### config.mk
export PLATFORM = sky130hd
export DESIGN_NAME = wdg_awake_rst
export DESIGN_NICKNAME = d
export VERILOG_FILES = /design/src/rtl/wdg_pkg.sv /design/src/rtl/wdg_svc_seq.sv /design/src/rtl/wdg_timer.sv /design/src/rtl/wdg_pulse.sv /design/src/rtl/wdg_awake_rst.sv
export SDC_FILE = /design/constraint.sdc
export NUM_CORES = 1
export LEC_CHECK = 0
export BUFFER_PORTS_ARGS = -buffer_cell sky130_fd_sc_hd__clkbuf_2
export CORE_MARGIN = 2
export CORE_UTILIZATION = 35
export DETAILED_ROUTE_END_ITERATION = 10
export GPL_ROUTABILITY_DRIVEN = 0
export HOLD_SLACK_MARGIN = 0.15
export PLACE_DENSITY = 0.55
export SYNTH_ARGS = -nofsm -noshare
export SYNTH_HDL_FRONTEND = slang
export SYNTH_SLANG_ARGS = --single-unit
### constraint.sdc
create_clock -name clk -period 3.5 [get_ports clk]
set_input_delay 0.35 -clock clk [delete_from_list [all_inputs] [get_ports clk]]
set_output_delay 0.35 -clock clk [all_outputs]
set_load 0.01 [all_outputs]
### src/rtl/wdg_pkg.sv
package wdg_pkg;

    typedef enum logic {
        SVC_IDLE  = 1'b0,
        SVC_ARMED = 1'b1
    } svc_state_e;

    typedef struct packed {
        logic wr;
        logic b1;
        logic b2;
    } svc_req_t;

    function automatic logic is_first_step(input svc_req_t r);
        return r.wr && r.b1 && !r.b2;
    endfunction

    function automatic logic is_second_step(input svc_req_t r);
        return r.wr && !r.b1 && r.b2;
    endfunction

    function automatic int unsigned cnt_width(input int unsigned n);
        return (n < 2) ? 1 : $clog2(n + 1);
    endfunction

endpackage

### src/rtl/wdg_svc_seq.sv
module wdg_svc_seq
    import wdg_pkg::*;
(
    input  logic     clk,
    input  logic     rst,
    input  logic     flush,
    input  svc_req_t req,
    output logic     svc_ok
);
    svc_state_e state_q;

    assign svc_ok = (state_q == SVC_ARMED) && is_second_step(req);

    always_ff @(posedge clk) begin
        if (rst || flush) begin
            state_q <= SVC_IDLE;
        end else if (req.wr) begin
            state_q <= is_first_step(req) ? SVC_ARMED : SVC_IDLE;
        end
    end
endmodule

### src/rtl/wdg_timer.sv
module wdg_timer
    import wdg_pkg::*;
#(
    parameter int unsigned TIMEOUT_TICKS = 8192
) (
    input  logic clk,
    input  logic rst,
    input  logic run,
    input  logic restart,
    input  logic tick,
    output logic expire
);
    localparam int unsigned CW = cnt_width(TIMEOUT_TICKS);
    localparam logic [CW-1:0] LAST = CW'(TIMEOUT_TICKS - 1);

    logic [CW-1:0] cnt_q;

    assign expire = run && !restart && tick && (cnt_q == LAST);

    always_ff @(posedge clk) begin
        if (rst || !run || restart) begin
            cnt_q <= '0;
        end else if (tick) begin
            cnt_q <= (cnt_q == LAST) ? '0 : cnt_q + 1'b1;
        end
    end
endmodule

### src/rtl/wdg_pulse.sv
module wdg_pulse
    import wdg_pkg::*;
#(
    parameter int unsigned SHORT_TICKS = 1,
    parameter int unsigned LONG_TICKS  = 128
) (
    input  logic clk,
    input  logic rst,
    input  logic tick,
    input  logic start_short,
    input  logic start_long,
    output logic active
);
    localparam int unsigned MAXT = (LONG_TICKS > SHORT_TICKS) ? LONG_TICKS : SHORT_TICKS;
    localparam int unsigned PW   = cnt_width(MAXT);

    logic [PW-1:0] left_q;

    assign active = (left_q != '0);

    always_ff @(posedge clk) begin
        if (rst) begin
            left_q <= '0;
        end else if (start_long) begin
            left_q <= PW'(LONG_TICKS);
        end else if (start_short) begin
            left_q <= PW'(SHORT_TICKS);
        end else if (tick && active) begin
            left_q <= left_q - 1'b1;
        end
    end
endmodule

### src/rtl/wdg_awake_rst.sv
module wdg_awake_rst
    import wdg_pkg::*;
#(
    parameter int unsigned CI_W          = 4,
    parameter int unsigned TIMEOUT_TICKS = 8192,
    parameter int unsigned SHORT_TICKS   = 1,
    parameter int unsigned LONG_TICKS    = 128
) (
    input  logic            clk,
    input  logic            rst,
    input  logic            tick,
    input  logic            en_wr,
    input  logic            en_wdata,
    input  logic            sel,
    input  logic            svc_wr,
    input  logic            svc_b1,
    input  logic            svc_b2,
    input  logic [CI_W-1:0] ci_code,
    input  logic            irq_clr,
    output logic            wd_en,
    output logic            irq,
    output logic            rst_pulse
);
    logic            en_q, sel_q, irq_q;
    logic [CI_W-1:0] ci_q;
    logic            wd_mode, aw_mode, sel_flip, svc_ok, expire, ci_chg;
    svc_req_t        req;

    assign wd_mode  = en_q && sel;
    assign aw_mode  = en_q && !sel;
    assign sel_flip = (sel != sel_q);
    assign ci_chg   = aw_mode && (ci_code != ci_q);
    assign req      = '{wr: svc_wr, b1: svc_b1, b2: svc_b2};

    always_ff @(posedge clk) begin
        if (rst) begin
            en_q  <= 1'b0;
            sel_q <= sel;
            ci_q  <= ci_code;
            irq_q <= 1'b0;
        end else begin
            if (en_wr && en_wdata) en_q <= 1'b1;
            sel_q <= sel;
            ci_q  <= ci_code;
            if (expire)       irq_q <= 1'b1;
            else if (irq_clr) irq_q <= 1'b0;
        end
    end

    wdg_svc_seq u_svc (
        .clk    (clk),
        .rst    (rst),
        .flush  (sel_flip),
        .req    (req),
        .svc_ok (svc_ok)
    );

    wdg_timer #(.TIMEOUT_TICKS(TIMEOUT_TICKS)) u_timer (
        .clk     (clk),
        .rst     (rst),
        .run     (wd_mode),
        .restart (sel_flip || svc_ok),
        .tick    (tick),
        .expire  (expire)
    );

    wdg_pulse #(.SHORT_TICKS(SHORT_TICKS), .LONG_TICKS(LONG_TICKS)) u_pulse (
        .clk         (clk),
        .rst         (rst),
        .tick        (tick),
        .start_short (expire),
        .start_long  (ci_chg),
        .active      (rst_pulse)
    );

    assign wd_en = en_q;
    assign irq   = irq_q;
endmodule

==> impl_results.md <==
- Commonest non-fill, non-tap cell in the layout: dfxtp_1
- Slew of the pin with the lowest slew margin: ~360 ps
- M1 GR Usage: 0.139
- RSZ-0062 raised after global routing: false
- Synth-to-layout area growth: 16.6%
- 1st-pass router iterations: 4
- Drt initial violations: 38
- Worst-path clk slew: about 70 ps
- Fmax: 521 MHz
- Pre-CTS WS: around 1600 ps
- Clock sinks: 30
- Most Crowded Layer GR: met2
- Status: finished clean
- DRC viols: 0
- Row cnt: 22
- Number of CTS-inserted buffers: 5
- Setup Skew: 3.73 ps
- Crit start category: flip-flop
- Worst path cell trace: inv_1, ha_1, nor2b_1, and3_1, inv_1, clkbuf_2
- CP required: approximately 3200 ps
- Worst Reg-to-Reg Cells: 7
- Die height: about 66 um
- Final Hold Fails: 0
- Register area share after synthesis: 0.442
- Final Core Density: 0.429
- Most frequent cells in the layout: 30 x dfxtp_1, 21 x nor2_1, 16 x clkbuf_2, 15 x xor2_1
- Longest Clk Path Bufs: 2
- P_leak: approximately 0.6 nW
- Total Wirelength: approximately 2.5 mm
- Worst hold slack: between 150 and 200 ps
- Antenna diodes: 0
- Hpwl dp: between 1.5 and 2 mm
- Worst Slack Setup Final: roughly 1600 ps
- Post-Layout Cell Count: roughly 210
- H-Tree Depth: 2
- Core area: about 3700 sq um
- Yosys reg bits: 30
- First-pass GRT wire length: 4.49 mm
- Crit-path most repeated cell: inv_1
- Max VDD drop: 0.199 mV
- Post-Synthesis Cell Area: between 1000 and 1500 sq um
- Setup TNS: 0 ps
- CTS Hold Bufs: 0
- Cells after Synth: between 100 and 150
- Slowest CP cell: dfxtp_1
- Initial core utilization: 0.368
- CP bufs+invs: 3
- Final setup vio count: 0
- Hold Crit Depth: 1
- Critical Path Max Stage Delay: between 300 and 400 ps
- Largest net degree at the start of global routing: 13
- Pwr/cell area: about 640 nW/um^2
- Worst-skew pair later-pin latency: 280 ps
- Fillers: ~370
- Crit path DAT: ~1600 ps
- Avg Cell Area, Syn: about 9.5 sq um
- Buffers on Ports: 16
- CTS tree: yes
- Net count after synthesis: 160
- Slew HR: 0.758
- I/O Pins: 17
- Grt met3 use: 0.0630
- Crit-path max FO: 3
- Cells after DPL: 205
- CP endpoint kind: primary output
- Vias in the first global route: approximately 1100
- Post-CTS setup buffer count: 0
- Global-route usage over all layers: 0.139
- Crit Path Class: flip-flop to primary output
- Share of cells above drive strength 1: 0.206
- Nets: 181
- Die Footprint: 4400 sq um
- Via Count: between 1000 and 1500
- Initial antenna violation count: 0
- Worst path depth: 6
- Overflow after GRT: 0
- Met2 Use GR: 0.238
- Post-CTS Resized: 0
- Post-DRT Antenna Nets: 0
- Tcrit/Tclk final: 0.548
- Via density: between 4 and 5
- Max cap viols: 0
- Wirelength per Cell: roughly 12 um
- Post-layout minimum cycle time: ~1900 ps
- Top Family by Delay on Critical Path: simple AND/OR/NAND/NOR gates
- Synthesis warning total: 0
- HP Class: primary input to flip-flop
- Root buffer cell: clkbuf_8
- Fin. max-slew vios: 0
- Chip Width: ~66 um
- Yosys cell types: 34
## kinds of logic (layout without fill, tap and decap cells)
logic type | Yosys count | after routing | share of synthesized area
and+or+nand+nor | 65 | 65 | 0.265
muxes | 4 | 4 | 0.0304
AOI/OAI and AO/OA | 12 | 12 | 0.0755
buffers and inverters | 8 | 30 | 0.0239
DFF | 30 | 30 | 0.442
adders and majority gates | 3 | 3 | 0.0276
xor gates and xnor gates | 21 | 21 | 0.135
## worst paths after layout
path | start | end | slack [ps]
worst max-delay path | u_pulse.left_q[0] | rst_pulse | 1580
worst min-delay path | ci_code[3] | ci_q[3] | 190
worst max register to register | u_pulse.left_q[0] | u_pulse.left_q[3] | 1690
worst min register to register | irq | irq | 470
## cell type report
type                            count  area [sq um]  area share
Inverter                            6          22.5      0.0142
Sequential cell                    30           601       0.379
Multi-Input combinational cell    105           726       0.458
Clock inverter                      2          12.5     0.00790
Clock buffer                        6          82.6      0.0521
Timing Repair Buffer               16          80.1      0.0506
Tap cell                           48          60.1      0.0379
## state kept, by name (all words and copies together) (netlist names)
name	count
ci_q	4
irq	1
sel_q	1
u_pulse.left_q	8
u_svc.state_q	1
u_timer.cnt_q	14
wd_en	1
## metal layers
metal / up-vias / wire [um]
met5: - / 0
met4: 0 / 48
met3: 5 / 94
met2: 14 / 1240
met1: 477 / 1100
li1: 528 / -
## worst reg2reg max path: cells and delay by family, from the launching register on
family          cells  cell delay, ps
simple gates        3             620
flops               1             350
compound gates      1             240
fa+ha+maj           1             220
xor+xnor            1             180
buf+inv             1              90
## where the power goes
| part | internal [mW] | switching [mW] | total (mW) |
|---|---|---|---|
| Combinational | 0.146 | 0.163 | 0.309 |
| Sequential | 0.381 | 0.0379 | 0.418 |
| Clock | 0.158 | 0.129 | 0.286 |
## metrics by stage
stage | power [mW] | instance area (sq um)
2_1_floorplan | 0.663 | 1360
3_3_place_gp | 0.728 | 1490
3_5_place_dp | 0.735 | 1490
4_1_cts | 1.03 | 1580
5_1_grt | 1.10 | 1580
6_report | 1.01 | 1580
## cell usage after synthesis (all sizes together)
| cell | n | share of area |
|---|---|---|
| nand4 | 5 | 0.023 |
| nand2b | 3 | 0.019 |
| inv | 6 | 0.017 |
| nand4b | 1 | 0.0064 |
| nor3 | 7 | 0.033 |
| and3b | 1 | 0.0064 |
| mux2 | 1 | 0.0083 |
| o41ai | 1 | 0.020 |
| xor2 | 15 | 0.097 |
| a21o | 1 | 0.0055 |
| and3 | 3 | 0.014 |
| dfxtp | 30 | 0.44 |
| a21oi | 8 | 0.032 |
| nand3 | 5 | 0.018 |
| mux2i | 3 | 0.022 |
| xnor2 | 6 | 0.039 |
| a311oi | 1 | 0.011 |
| ha | 3 | 0.028 |
| nand3b | 1 | 0.0055 |
| or4 | 2 | 0.014 |
| and4 | 1 | 0.0064 |
| a31o | 1 | 0.0064 |
| nand2 | 7 | 0.019 |
| nor2b | 3 | 0.014 |
| nor3b | 1 | 0.0092 |
| or3 | 2 | 0.0092 |
| or2 | 1 | 0.0046 |
| nor2 | 22 | 0.063 |
| buf | 2 | 0.0074 |
(Power assumes the default switching activity.)
